===== config.mk =====
export PLATFORM = sky130hd
export DESIGN_NAME = opnd_addr_engine
export DESIGN_NICKNAME = d
export VERILOG_FILES = /design/src/rtl/opnd_pkg.sv /design/src/rtl/opnd_ea_gen.sv /design/src/rtl/opnd_seq.sv /design/src/rtl/opnd_wb.sv /design/src/rtl/opnd_addr_engine.sv
export SDC_FILE = /design/constraint.sdc
export NUM_CORES = 1
export LEC_CHECK = 0
export BUFFER_PORTS_ARGS = -buffer_cell sky130_fd_sc_hd__buf_2
export CORE_ASPECT_RATIO = 0.5
export CORE_MARGIN = 10
export CORE_UTILIZATION = 55
export CTS_BUF_LIST = sky130_fd_sc_hd__clkbuf_8 sky130_fd_sc_hd__clkbuf_16
export DETAILED_ROUTE_END_ITERATION = 10
export PLACE_DENSITY_LB_ADDON = 0.25
export SLEW_MARGIN = 20
export SYNTH_ARGS = -nofsm -noshare
export SYNTH_HDL_FRONTEND = slang
export SYNTH_SLANG_ARGS = --single-unit
export TNS_END_PERCENT = 30

===== constraint.sdc =====
create_clock -name clk_i -period 6.55 [get_ports clk_i]
set_input_delay 0 -clock clk_i [delete_from_list [all_inputs] [get_ports clk_i]]
set_output_delay 0 -clock clk_i [all_outputs]
set_load 0.02 [all_outputs]

===== src/rtl/opnd_pkg.sv =====
package opnd_pkg;
  typedef enum logic [3:0] {
    MD_REG   = 4'd0,
    MD_IMM   = 4'd1,
    MD_DISP  = 4'd2,
    MD_RIND  = 4'd3,
    MD_INDEX = 4'd4,
    MD_ABS   = 4'd5,
    MD_MIND  = 4'd6,
    MD_AINC  = 4'd7,
    MD_ADEC  = 4'd8,
    MD_SCALE = 4'd9
  } mode_e;

  typedef enum logic [1:0] {
    SQ_IDLE,
    SQ_RD1,
    SQ_RD2,
    SQ_DONE
  } seq_state_e;

  // size code -> log2(d); codes 2 and 3 both mean 4 bytes
  function automatic logic [1:0] size_shift(input logic [1:0] sz);
    return (sz == 2'd0) ? 2'd0 : (sz == 2'd1) ? 2'd1 : 2'd2;
  endfunction
endpackage


===== src/rtl/opnd_ea_gen.sv =====
module opnd_ea_gen
  import opnd_pkg::*;
#(
  parameter int DW = 32
) (
  input  logic [3:0]    mode_i,
  input  logic [DW-1:0] base_i,
  input  logic [DW-1:0] idx_i,
  input  logic [DW-1:0] field_i,
  input  logic [1:0]    shift_i,
  output logic [DW-1:0] ea_o,
  output logic [DW-1:0] direct_o,
  output logic          mem_o,
  output logic          indir_o,
  output logic          wb_o,
  output logic          dec_o
);
  localparam int NSH = 3;

  logic [DW-1:0] scaled [NSH];
  logic [DW-1:0] idx_scaled;

  for (genvar g = 0; g < NSH; g++) begin : g_scale
    assign scaled[g] = idx_i << g;
  end

  assign idx_scaled = (shift_i == 2'd0) ? scaled[0] :
                      (shift_i == 2'd1) ? scaled[1] : scaled[2];

  always_comb begin
    ea_o     = base_i;
    direct_o = base_i;
    mem_o    = 1'b0;
    indir_o  = 1'b0;
    wb_o     = 1'b0;
    dec_o    = 1'b0;
    case (mode_i)
      MD_IMM:   direct_o = field_i;
      MD_DISP:  begin mem_o = 1'b1; ea_o = field_i + base_i; end
      MD_RIND:  mem_o = 1'b1;
      MD_INDEX: begin mem_o = 1'b1; ea_o = base_i + idx_i; end
      MD_ABS:   begin mem_o = 1'b1; ea_o = field_i; end
      MD_MIND:  begin mem_o = 1'b1; indir_o = 1'b1; end
      MD_AINC:  begin mem_o = 1'b1; wb_o = 1'b1; end
      MD_ADEC:  begin mem_o = 1'b1; wb_o = 1'b1; dec_o = 1'b1; end
      MD_SCALE: begin mem_o = 1'b1; ea_o = field_i + base_i + idx_scaled; end
      default:  ;
    endcase
  end
endmodule


===== src/rtl/opnd_seq.sv =====
module opnd_seq
  import opnd_pkg::*;
#(
  parameter int DW = 32
) (
  input  logic          clk_i,
  input  logic          rst_ni,
  input  logic          start_i,
  input  logic          need_mem_i,
  input  logic          indir_i,
  input  logic [DW-1:0] ea_i,
  input  logic [DW-1:0] direct_i,
  input  logic          mem_valid_i,
  input  logic [DW-1:0] mem_rdata_i,
  output logic          mem_req_o,
  output logic [DW-1:0] mem_addr_o,
  output logic [DW-1:0] opnd_o,
  output logic          done_o,
  output logic          busy_o,
  output logic          accept_o
);
  seq_state_e    state_q;
  logic [DW-1:0] addr_q;
  logic [DW-1:0] res_q;
  logic          lvl2_q;

  assign accept_o   = start_i && (state_q == SQ_IDLE);
  assign busy_o     = (state_q != SQ_IDLE);
  assign mem_req_o  = (state_q == SQ_RD1) || (state_q == SQ_RD2);
  assign mem_addr_o = addr_q;
  assign done_o     = (state_q == SQ_DONE);
  assign opnd_o     = res_q;

  always_ff @(posedge clk_i or negedge rst_ni) begin
    if (!rst_ni) begin
      state_q <= SQ_IDLE;
      addr_q  <= '0;
      res_q   <= '0;
      lvl2_q  <= 1'b0;
    end else begin
      case (state_q)
        SQ_IDLE: if (accept_o) begin
          if (need_mem_i) begin
            addr_q  <= ea_i;
            lvl2_q  <= indir_i;
            state_q <= SQ_RD1;
          end else begin
            res_q   <= direct_i;
            state_q <= SQ_DONE;
          end
        end
        SQ_RD1: if (mem_valid_i) begin
          if (lvl2_q) begin
            addr_q  <= mem_rdata_i;  // pointer fetched, chase it
            state_q <= SQ_RD2;
          end else begin
            res_q   <= mem_rdata_i;
            state_q <= SQ_DONE;
          end
        end
        SQ_RD2: if (mem_valid_i) begin
          res_q   <= mem_rdata_i;
          state_q <= SQ_DONE;
        end
        default: state_q <= SQ_IDLE;
      endcase
    end
  end
endmodule


===== src/rtl/opnd_wb.sv =====
module opnd_wb #(
  parameter int DW = 32,
  parameter int RW = 4
) (
  input  logic          clk_i,
  input  logic          rst_ni,
  input  logic          accept_i,
  input  logic          wb_i,
  input  logic          dec_i,
  input  logic [RW-1:0] sel_i,
  input  logic [DW-1:0] base_i,
  input  logic [1:0]    shift_i,
  input  logic          done_i,
  output logic          rf_we_o,
  output logic [RW-1:0] rf_waddr_o,
  output logic [DW-1:0] rf_wdata_o
);
  logic          wb_q;
  logic [RW-1:0] sel_q;
  logic [DW-1:0] val_q;
  logic [DW-1:0] step;

  assign step = {{(DW-1){1'b0}}, 1'b1} << shift_i;

  always_ff @(posedge clk_i or negedge rst_ni) begin
    if (!rst_ni) begin
      wb_q  <= 1'b0;
      sel_q <= '0;
      val_q <= '0;
    end else if (accept_i) begin
      wb_q  <= wb_i;
      sel_q <= sel_i;
      val_q <= dec_i ? (base_i - step) : (base_i + step);
    end
  end

  // update lands with done, after the read has completed
  assign rf_we_o    = done_i && wb_q;
  assign rf_waddr_o = sel_q;
  assign rf_wdata_o = val_q;
endmodule


===== src/rtl/opnd_addr_engine.sv =====
module opnd_addr_engine
  import opnd_pkg::*;
#(
  parameter int DW   = 32,
  parameter int NREG = 16,
  localparam int RW  = $clog2(NREG)
) (
  input  logic          clk_i,
  input  logic          rst_ni,
  input  logic          start_i,
  input  logic [3:0]    mode_i,
  input  logic [RW-1:0] base_sel_i,
  input  logic [RW-1:0] idx_sel_i,
  input  logic [DW-1:0] field_i,
  input  logic [1:0]    size_i,
  output logic          done_o,
  output logic [DW-1:0] opnd_o,
  output logic [RW-1:0] rf_raddr_a_o,
  input  logic [DW-1:0] rf_rdata_a_i,
  output logic [RW-1:0] rf_raddr_b_o,
  input  logic [DW-1:0] rf_rdata_b_i,
  output logic          rf_we_o,
  output logic [RW-1:0] rf_waddr_o,
  output logic [DW-1:0] rf_wdata_o,
  output logic          mem_req_o,
  output logic [DW-1:0] mem_addr_o,
  input  logic          mem_valid_i,
  input  logic [DW-1:0] mem_rdata_i
);
  logic [1:0]    shamt;
  logic [DW-1:0] ea;
  logic [DW-1:0] direct;
  logic          need_mem;
  logic          indir;
  logic          wb_en;
  logic          wb_dec;
  logic          accept;
  logic          busy;

  assign rf_raddr_a_o = base_sel_i;
  assign rf_raddr_b_o = idx_sel_i;
  assign shamt        = size_shift(size_i);

  opnd_ea_gen #(.DW(DW)) i_ea_gen (
    .mode_i   (mode_i),
    .base_i   (rf_rdata_a_i),
    .idx_i    (rf_rdata_b_i),
    .field_i  (field_i),
    .shift_i  (shamt),
    .ea_o     (ea),
    .direct_o (direct),
    .mem_o    (need_mem),
    .indir_o  (indir),
    .wb_o     (wb_en),
    .dec_o    (wb_dec)
  );

  opnd_seq #(.DW(DW)) i_seq (
    .clk_i       (clk_i),
    .rst_ni      (rst_ni),
    .start_i     (start_i),
    .need_mem_i  (need_mem),
    .indir_i     (indir),
    .ea_i        (ea),
    .direct_i    (direct),
    .mem_valid_i (mem_valid_i),
    .mem_rdata_i (mem_rdata_i),
    .mem_req_o   (mem_req_o),
    .mem_addr_o  (mem_addr_o),
    .opnd_o      (opnd_o),
    .done_o      (done_o),
    .busy_o      (busy),
    .accept_o    (accept)
  );

  opnd_wb #(.DW(DW), .RW(RW)) i_wb (
    .clk_i      (clk_i),
    .rst_ni     (rst_ni),
    .accept_i   (accept),
    .wb_i       (wb_en),
    .dec_i      (wb_dec),
    .sel_i      (base_sel_i),
    .base_i     (rf_rdata_a_i),
    .shift_i    (shamt),
    .done_i     (done_o),
    .rf_we_o    (rf_we_o),
    .rf_waddr_o (rf_waddr_o),
    .rf_wdata_o (rf_wdata_o)
  );
endmodule


; Yosys cells after proc, flatten, opt, wreduce, memory -nomap -nowiden
; Cells that the tools add are included.
[totals]
register_bits = 104
latchBits = 0
ram_bits = 0
romBits = 0
in_bits = 146
elab_cells = 76
memories = 0
[classes]
n_addsub = 5
multipliers = 0
div = 0
order_cmp = 0
eq_ne = 21
shifts = 1
n_mux = 28
bitwise_logic = 0
n_reduce_logical = 14
[op_table]
columns = operator, n
row1 = $mux W32, 13
row2 = $add A32 B32 Y32, 4
row3 = $pmux W32 S4, 1
row4 = $pmux W32 S3, 1
row5 = $pmux W32 S2, 1
row6 = $shl A1 B2 Y32 const A, 1
row7 = $sub A32 B32 Y32, 1
row8 = $eq A4 B3 Y1 const B, 4
row9 = $mux W2, 6
row10 = $ne A2 B2 Y1 const B, 6
row11 = $eq A4 B2 Y1 const B, 2
row12 = $eq A4 B4 Y1 const B, 2
row13 = $reduce_or A8 Y1, 1
row14 = $eq A2 B1 Y1 const B, 3
row15 = $logic_not A2 Y1, 3
row16 = $pmux W2 S3, 1
row17 = $reduce_and A3 Y1, 2
row18 = $reduce_and A6 Y1, 1
row19 = $mux W1, 5
row20 = $reduce_and A5 Y1, 1
row21 = $eq A2 B2 Y1 const B, 2
row22 = $eq A4 B1 Y1 const B, 1
row23 = $reduce_bool A3 Y1, 1
row24 = $logic_and A1 B1 Y1, 2
row25 = 4 further kinds, 4

; Logic depth before layout (Yosys ltp)
; Gate-level depths: netlist of the first run.
[logic_depth]
word_depth = 11
mapped_depth = 21
ltp_nobuf = 21

; Modules after synthesis
; From an unflattened synthesis of the first run, not the netlist that was laid out.
[unflattened]
hier_cells = 1629
hier_area_um2 = 13767.0
[modules_own_cells]
columns = module, n_inst, cells_each, area_each_um2, seq_area_each_um2
row1 = opnd_ea_gen, 1, 1013, 6944.2, 0.0
row2 = opnd_seq, 1, 235, 3445.8, 1676.6
row3 = opnd_wb, 1, 371, 3306.9, 925.9
row4 = opnd_addr_engine, 1, 10, 70.1, 0.0

; Least setup slack after synthesis of the first run
; OpenSTA, ideal clock, no wires.
[synth_path]
kind = input -> register
startpoint = input field_i[0]
endpoint = register i_seq.addr_q[31] (netlist: i_seq.mem_addr_o[31])
arrival_time_ps = 3788
required_time_ps = 6416
slack_ps = 2628
stages = 20
cell_sequence = ha_1 > fa_1 > a211oi_1 > nor2_1 > o221ai_1 > nand2_1 > o21ai_0 > nor2b_1 > xnor2_1 > ha_1 > and3_1 > and3_1 > a221oi_1 > nand3_1 > a31oi_1 > o21ba_2 > o21ai_1 > a311o_1 > xnor2_1 > o22ai_2
[synth_between]
elab_chain_cells = 6
[synth_lines]
columns = item, line_no
row1 = from (decl), opnd_addr_engine.sv:14  ; input logic [DW-1:0] field_i,
row2 = $add A32 B32 Y32 *, "opnd_ea_gen.sv:39, opnd_ea_gen.sv:46"
row3 = $add A32 B32 Y32, opnd_ea_gen.sv:46  ; MD_SCALE: begin mem_o = 1'b1; ea_o = field_i + base_i + idx_scaled; end
row4 = $pmux W32 S4 *, opnd_ea_gen.sv:37  ; case (mode_i)
row5 = $mux W32 *, opnd_seq.sv:43  ; if (need_mem_i) begin
row6 = $mux W32 *, opnd_seq.sv:42  ; SQ_IDLE: if (accept_o) begin
row7 = $pmux W32 S2 *, opnd_seq.sv:41  ; case (state_q)
row8 = to (signal assigned), opnd_seq.sv:44  ; addr_q <= ea_i;
row9 = to (signal assigned), opnd_seq.sv:54  ; addr_q <= mem_rdata_i;
row10 = to (decl), opnd_seq.sv:23  ; logic [DW-1:0] addr_q;
; Mark *: on every way between the ends. The rest lies on a longest branch, timed or not. The select of a mux whose other input is x is not followed.
; A chain may end at the register's enable or synchronous reset.

; Final worst setup path of the first run
[layout_path]
startpoint = input field_i[0]
endpoint = register i_seq.addr_q[19] (netlist: i_seq.mem_addr_o[19])
; Same word-level chain as after synthesis.

==> results of run 1 <==
==> state kept, by name, indices dropped and copies added (netlist names) <==
name / count
i_wb.rf_waddr_o: 4
i_seq.opnd_o: 32
i_seq.lvl2_q: 1
i_wb.wb_q: 1
i_seq.state_q: 2
i_seq.mem_addr_o: 32
i_wb.rf_wdata_o: 32
==> cells in the final DEF, fill, tap and decap left out, drive strengths merged, types with 31 or more instances in the layout <==
master       instances
buf                262
o21ai              205
nand2              198
a21oi              179
ha                 128
nor2               119
dfrtp              104
mux2i               67
xnor2               63
a21o                59
inv                 44
xor2                42
a221oi              32
dlygate4sd3         31
==> synth_stat cells, types with 6 or more instances <==
| library cell | n | area (µm²) |
|---|---|---|
| nor2b_1 | 13 | 81.3 |
| or3_1 | 6 | 37.5 |
| nand2b_1 | 16 | 100 |
| a221o_1 | 7 | 70.1 |
| and2_1 | 13 | 81.3 |
| a211oi_1 | 20 | 150 |
| o21ai_0 | 188 | 941 |
| o21ai_1 | 16 | 80.1 |
| xor2_1 | 42 | 368 |
| nor3_1 | 20 | 100 |
| a22oi_1 | 9 | 67.6 |
| nand3_1 | 30 | 150 |
| dfrtp_1 | 104 | 2600 |
| a31oi_1 | 19 | 119 |
| o21a_1 | 11 | 82.6 |
| mux2_2 | 6 | 67.6 |
| a21o_1 | 59 | 443 |
| xnor2_1 | 63 | 552 |
| o221ai_1 | 6 | 52.6 |
| a21oi_1 | 179 | 896 |
| o21bai_1 | 19 | 143 |
| buf_1 | 9 | 33.8 |
| buf_4 | 8 | 60.1 |
| a311oi_1 | 6 | 52.6 |
| clkbuf_1 | 72 | 270 |
| mux2i_1 | 67 | 671 |
| nand2_1 | 198 | 743 |
| o211ai_1 | 12 | 90.1 |
| nand4_1 | 14 | 87.6 |
| ha_1 | 128 | 1600 |
| and3_1 | 14 | 87.6 |
| o22ai_1 | 8 | 50.1 |
| nor2_1 | 118 | 443 |
| inv_1 | 41 | 154 |
| a221oi_1 | 31 | 272 |
==> final timing paths <==
check	depth (start not counted)	startpoint	to
max	20	field_i[0]	i_seq.mem_addr_o[19]
min	0	idx_sel_i[1]	rf_raddr_b_o[1]
max reg2reg	10	i_seq.state_q[1]	i_seq.mem_addr_o[16]
min reg2reg	2	i_seq.opnd_o[13]	i_seq.opnd_o[13]
max in group asynchronous	3	rst_ni	i_seq.mem_addr_o[23]
min in group asynchronous	2	rst_ni	i_seq.opnd_o[5]
==> what timing repair did <==
action	in CTS	in global routing
endpoints found under the setup margin	0	0
gates resized for setup	0	0
hold buffers	31	0
endpoints found under the hold margin	76	0
==> kinds of logic (layout without fill, tap and decap cells) <==
| logic type | count (synthesis) | count (layout) | share of synthesized area, % |
|---|---|---|---|
| muxes | 73 | 73 | 5.89 |
| adders and majority gates | 132 | 132 | 13.4 |
| AOI/OAI and AO/OA | 637 | 637 | 31.8 |
| other | 0 | 3 | 0 |
| DFF | 104 | 104 | 20.8 |
| and+or+nand+nor | 465 | 465 | 16.7 |
| xor gates and xnor gates | 105 | 105 | 7.34 |
| buffers and inverters | 130 | 350 | 4.13 |
==> stage by stage <==
stage	util, %	hold WS, ps	setup slack (ps)	power [µW]
after floorplan	-	-296	2630	3210
after global placement	63.4	-34.6	2000	4210
after detailed placement	63.4	-35.1	2000	4270
after CTS	66.2	0.149	2340	4860
after global routing	66.3	0.0708	1910	5290
final	66.3	0.0316	2200	4970
==> power breakdown <==
part	internal [µW]	leakage [µW]	switching, µW	total (µW)
Combinational	1060	0.00545	2180	3250
Clock	277	0.000154	304	582
Sequential	963	0.00128	175	1140
==> final cells by class <==
class	count	area, µm²
clock buffer	9	225
sequential	104	2600
timing repair buffer	293	1660
multi-input combinational	1412	9480
fill	2006	7420
antenna	3	7.51
clock inverter	7	93.8
tap	300	375
inverter	41	154
==> layer usage <==
layer,global-route usage [%],up-vias,part of all wire [%]
met5,1.48,-,0.14
li1,-,6513,-
met4,7.17,4,2.2
met2,41.8,945,37
met1,46.3,6451,43
met3,16.7,114,17
==> worst max-delay path: cells and delay by family <==
family	cells	cell delay, ps
adder cells (fa/ha/maj)	3	1020
AND/OR/NAND/NOR	6	960
XOR/XNOR	2	370
buffers and inverters	1	110
AO/OA/AOI/OAI	8	2110
==> metrics, run 1 <==
fin area 0.0146 mm²; Cells after DPL 2119; Yosys warning count 0; DR DRC count 0; CP Capture Type flop; Synth async-reset ratio 100%; CTS Buffer Depth 2; Die Area 0.0296 mm²; area delta synth->final 16.5%; latest clock arrival within the worst-skew pair 370 ps; initial core utilization between 50% and 60%; num rows 38; Final GP Congestion 1.11; most used flip-flop cell after synthesis dfrtp_1; Syn Inst Count 1646; Die X between 200 and 250 µm; share of cells above drive strength 1 16.6%; outcome completed; Pins Over Slew Limit 0; final setup fails 0; #FFs+latches synth ~100; worst path required time 6780 ps; total CTS buffers 9; postcts setup bufs 0; skew final 12.6 ps; vias in the first global route ~13000; EDFF count, synth 0; RSZ-0062 raised after global routing false; nets about 2100; Avg Cell Area, Syn between 7 and 8 µm²; critical path type in2reg; gr ovfl total 0; core area about 0.022 mm²; HP Class in2out; most used cell, CP o21ai_0; crit path DAT 4570 ps; synthesized net count around 1900; final wirelength 51.0 mm; R2R Setup Slk 2860 ps; die height 127 µm; root buffer cell clkbuf_16; Highest Clock Rate 230 MHz; H-tree levels 3; placed inst area ~0.014 mm²; CP Launch Type primary input; Clk pin slew, worst setup/hold paths 80 ps; Synth cell types 72; Routed Antenna Nets 0; First-pass DRT Iterations 6; Final period util 66.4%; CP Cell Sequence buf_2, ha_1, fa_1, a211oi_1, nor2_1, o221ai_1, nand2_1, o21ai_0, nor2b_1, xnor2_1, ha_1, and3_1, and3_1, a221oi_1, nand2_1, a21oi_1, o21ai_0, xor2_1, a221oi_1, o21ai_0; slowest stage delay, CP 590 ps; crit path time final 4350 ps; max_cap viols 0; Critical-path top delay cell a221oi_1; sequential fraction of the synthesis area between 20% and 30%; largest net degree at the start of global routing 71; Leak 0.00688 µW; total global-route track usage between 30% and 40%; Fin. Hold Viols 0; Routed wire per std cell 23.5 µm; Slew HR between 30 and 40%; port buffer count 248; hpwl dp approximately 41 mm; CTS tree done; Cell Pwr Density 340 mW/mm²; initial antenna violation count 3; Via density between 6 and 7; first-pass GRT wire length 74.8 mm; Slew @ Worst Pin 991 ps; post-route setup TNS 0 ps; fin cells about 2200; via count 14000; cell area after synthesis 0.0125 mm²; Top Ports 257; Iteration-0 DRC Markers 2177; CTS Sinks 104; maximum fanout along the worst path 6; VDD IR max around 0.00026 V
Note: power is estimated with default switching activity, not from simulation.
==> run 2, diff against run 1 <==
--- a/config.mk
+++ b/config.mk
@@ -5,6 +5,7 @@
 export SDC_FILE = /design/constraint.sdc
 export NUM_CORES = 1
 export LEC_CHECK = 0
+export ABC_AREA = 1
 export BUFFER_PORTS_ARGS = -buffer_cell sky130_fd_sc_hd__buf_2
 export CORE_ASPECT_RATIO = 0.5
 export CORE_MARGIN = 10
==> constraint.sdc (replaced) <==
create_clock -name clk_i -period 4.1 [get_ports clk_i]
set_input_delay 0 -clock clk_i [delete_from_list [all_inputs] [get_ports clk_i]]
set_output_delay 0 -clock clk_i [all_outputs]
set_load 0.02 [all_outputs]
==> metrics, run 2 <==
outcome completed; Slew @ Worst Pin 1080 ps; Final GP Congestion 1.16; H-tree levels 3; final setup fails 0; maximum fanout along the worst path 14; via count 17900; hold depth 0; Avg Cell Area, Syn 6.03 µm²; skew final 6.57 ps; Worst Reg2Reg Path Length in Cells 10; initial core utilization around 56%; r2r startpoint i_seq.state_q[1]; critical path type in2reg; VDD IR max 0.000572 V; Top Family by Delay on Critical Path buffers and inverters; CP Cell Sequence dlygate4sd3_1, buf_2, inv_2, nor2_1, nand2_1, inv_1, ha_1, inv_1, o21bai_1, a21oi_2, o21bai_2, a21oi_2, o21ai_2, a21oi_1, or2_2, nand3_1, nand2_1; R2R Setup Slk 1610 ps; share of the synthesized area in the top cell type 18.6%; share of cells above drive strength 1 ~13%; Worst Hold End rf_raddr_b_o[2]; First-pass DRT Iterations 8; CTS Sinks 104; most used flip-flop cell after synthesis dfrtp_1; Critical-path top delay cell ha_1; Yosys warning count 0; root buffer cell clkbuf_16; total global-route track usage a little under two fifths; RSZ-0062 raised after global routing false; synthesized net count 2598; Synth async-reset ratio 100%; CP Launch Type primary input; Fin. Hold Viols 0; Post-synth top cells 647 x nand2_1, 291 x nor2_1, 263 x a21oi_1, 211 x inv_1, 141 x nand3_1; port buffer count roughly 250; Cell Pwr Density between 500 and 600 mW/mm²; cell area after synthesis 0.0140 mm²; Routed Antenna Nets 0; final wirelength 64.9 mm; Top Ports around 260; postcts setup bufs 0; latest clock arrival within the worst-skew pair 360 ps; HP Class in2out; Highest Clock Rate 260 MHz; Leak 0.00861 µW; Clk pin slew, worst setup/hold paths 80 ps; area leader, netlist dfrtp_1; DR DRC count 0; gr ovfl total 0; CP Capture Type flop; hpwl dp 53.7 mm; num rows between 40 and 50; crit path time final 3840 ps; Routed wire per std cell 22.2 µm; max_cap viols 0; Via density just over 6; worst r2r dst i_seq.opnd_o[22]; cells taking the most area after synthesis dfrtp_1 19%, nand2_1 17%, ha_1 11%, a21oi_1 9.4%, nor2_1 7.8%; Die X 246 µm; total power 8280 µW; Syn Inst Count around 2300; EDFF count, synth 0; vias in the first global route 16300; area delta synth->final 16.3%; crit path DAT a little over 4000 ps; most frequent cell after synthesis nand2_1; Iteration-0 DRC Markers between 2000 and 3000; slowest stage delay, CP 640 ps; total CTS buffers 9; first-pass GRT wire length 95.9 mm; sequential fraction of the synthesis area 18.6%; core area approximately 0.025 mm²; die height 133 µm; Final period util 93.7%; initial antenna violation count 1; HP Start idx_sel_i[2]; nets between 2000 and 3000; largest net degree at the start of global routing 71; most frequent cells in the layout 646 x nand2_1, 291 x nor2_1, 263 x a21oi_1, 247 x buf_2, 211 x inv_1; CTS tree done; WP buf/inv 5; #FFs+latches synth 104; Slew HR 27.8%; post-route setup TNS 0 ps; commonest non-fill, non-tap cell in the layout nand2_1; worst path required time 4350 ps; Pins Over Slew Limit 0; CTS Buffer Depth 2; Die Area 0.0326 mm²; Synth cell types 53
==> run 2: changes by cell type after synthesis, moves of 25 or more <==
cell      previous run  this run
nand2_1            198       647
nor2_1             118       291
inv_1               41       211
nand3_1             30       141
a21oi_1            179       263
o21ai_0            188       130
xnor2_1             63        14
mux2i_1             67        24
a21o_1              59        17
clkbuf_1            72        32
a221oi_1            31         4
o22ai_1              8        33
==> run 2: timing repair <==
item / 4_1_cts / 5_1_grt
resized for setup: 0 / 0
setup endpoints to repair: 0 / 0
hold buffers: 34 / 0
endpoints found under the hold margin: 110 / 0
==> run 2: stage by stage <==
step | cell area [µm²] | worst slack [ps] | cells | hold slack, ps | util [%]
after floorplan | 14000 | 1120 | 2320 | -296 | -
after global placement | 15600 | 208 | 2879 | 0.236 | 62.1
after detailed placement | 15600 | 241 | 2879 | 0.236 | 62.1
after CTS | 16300 | 437 | 2929 | 0.236 | 64.8
after global routing | 16300 | 146 | 2930 | 0.0293 | 64.8
final | 16300 | 258 | 2930 | 0.00881 | 64.8
==> run 2: cells by family after synthesis <==
kind of cell / count (synthesis) / synth area share [%]
XOR/XNOR: 38 / 2.43
flip-flops: 104 / 18.6
multiplexers: 26 / 1.88
AO/OA/AOI/OAI: 534 / 21.3
AND/OR/NAND/NOR: 1199 / 35.5
buffers and inverters: 287 / 8.23
adder cells (fa/ha/maj): 132 / 12.0
==> run 2: worst max-delay path by stage <==
| stage | slack (ps) | cells after the start | from | end |
|---|---|---|---|---|
| 2_1_floorplan | 1120 | 23 | field_i[0] | i_seq.mem_addr_o[23] |
| 3_3_place_gp | 210 | 24 | field_i[0] | i_seq.mem_addr_o[21] |
| 3_5_place_dp | 240 | 24 | field_i[0] | i_seq.mem_addr_o[21] |
| 4_1_cts | 440 | 17 | mode_i[3] | i_wb.rf_wdata_o[17] |
| 5_1_grt | 150 | 26 | field_i[0] | i_seq.mem_addr_o[22] |
| 6_report | 260 | 17 | mode_i[3] | i_wb.rf_wdata_o[17] |
==> run 2: worst reg2reg max path: stages (launching register included) <==
cell and delay (ps):
dfrtp_1 370, inv_1 80, ha_1 180, buf_4 250, nand2_1 150, nand2_1 70
a21oi_2 160, nand2_1 130, nor3b_2 240, buf_4 370, mux2_2 390
==> run 2: where the power goes <==
| part | internal [µW] | switching, µW | leakage (µW) |
|---|---|---|---|
| sequential | 1550 | 298 | 0.00125 |
| clock | 494 | 454 | 0.000158 |
| combinational | 1680 | 3800 | 0.00720 |
| total | 3730 | 4550 | 0.00861 |
==> run 2: routing by layer <==
layer / wire [µm] / GRT usage (%) / part of all wire, % / vias up
met2: 25500 / 52.8 / 39 / 1276
met4: 1860 / 9.79 / 2.9 / 0
met5: 0 / 0 / 0 / -
li1: - / - / - / 8300
met3: 11500 / 17.4 / 18 / 179
met1: 26100 / 51.3 / 40 / 8114
==> run 2: cell type report <==
class	count	area, µm²
sequential	104	2600
inverter	219	822
antenna	1	2.50
multi-input combinational	1929	10200
clock inverter	7	100
fill	2446	8860
timing repair buffer	317	1850
clock buffer	9	225
tap	344	430
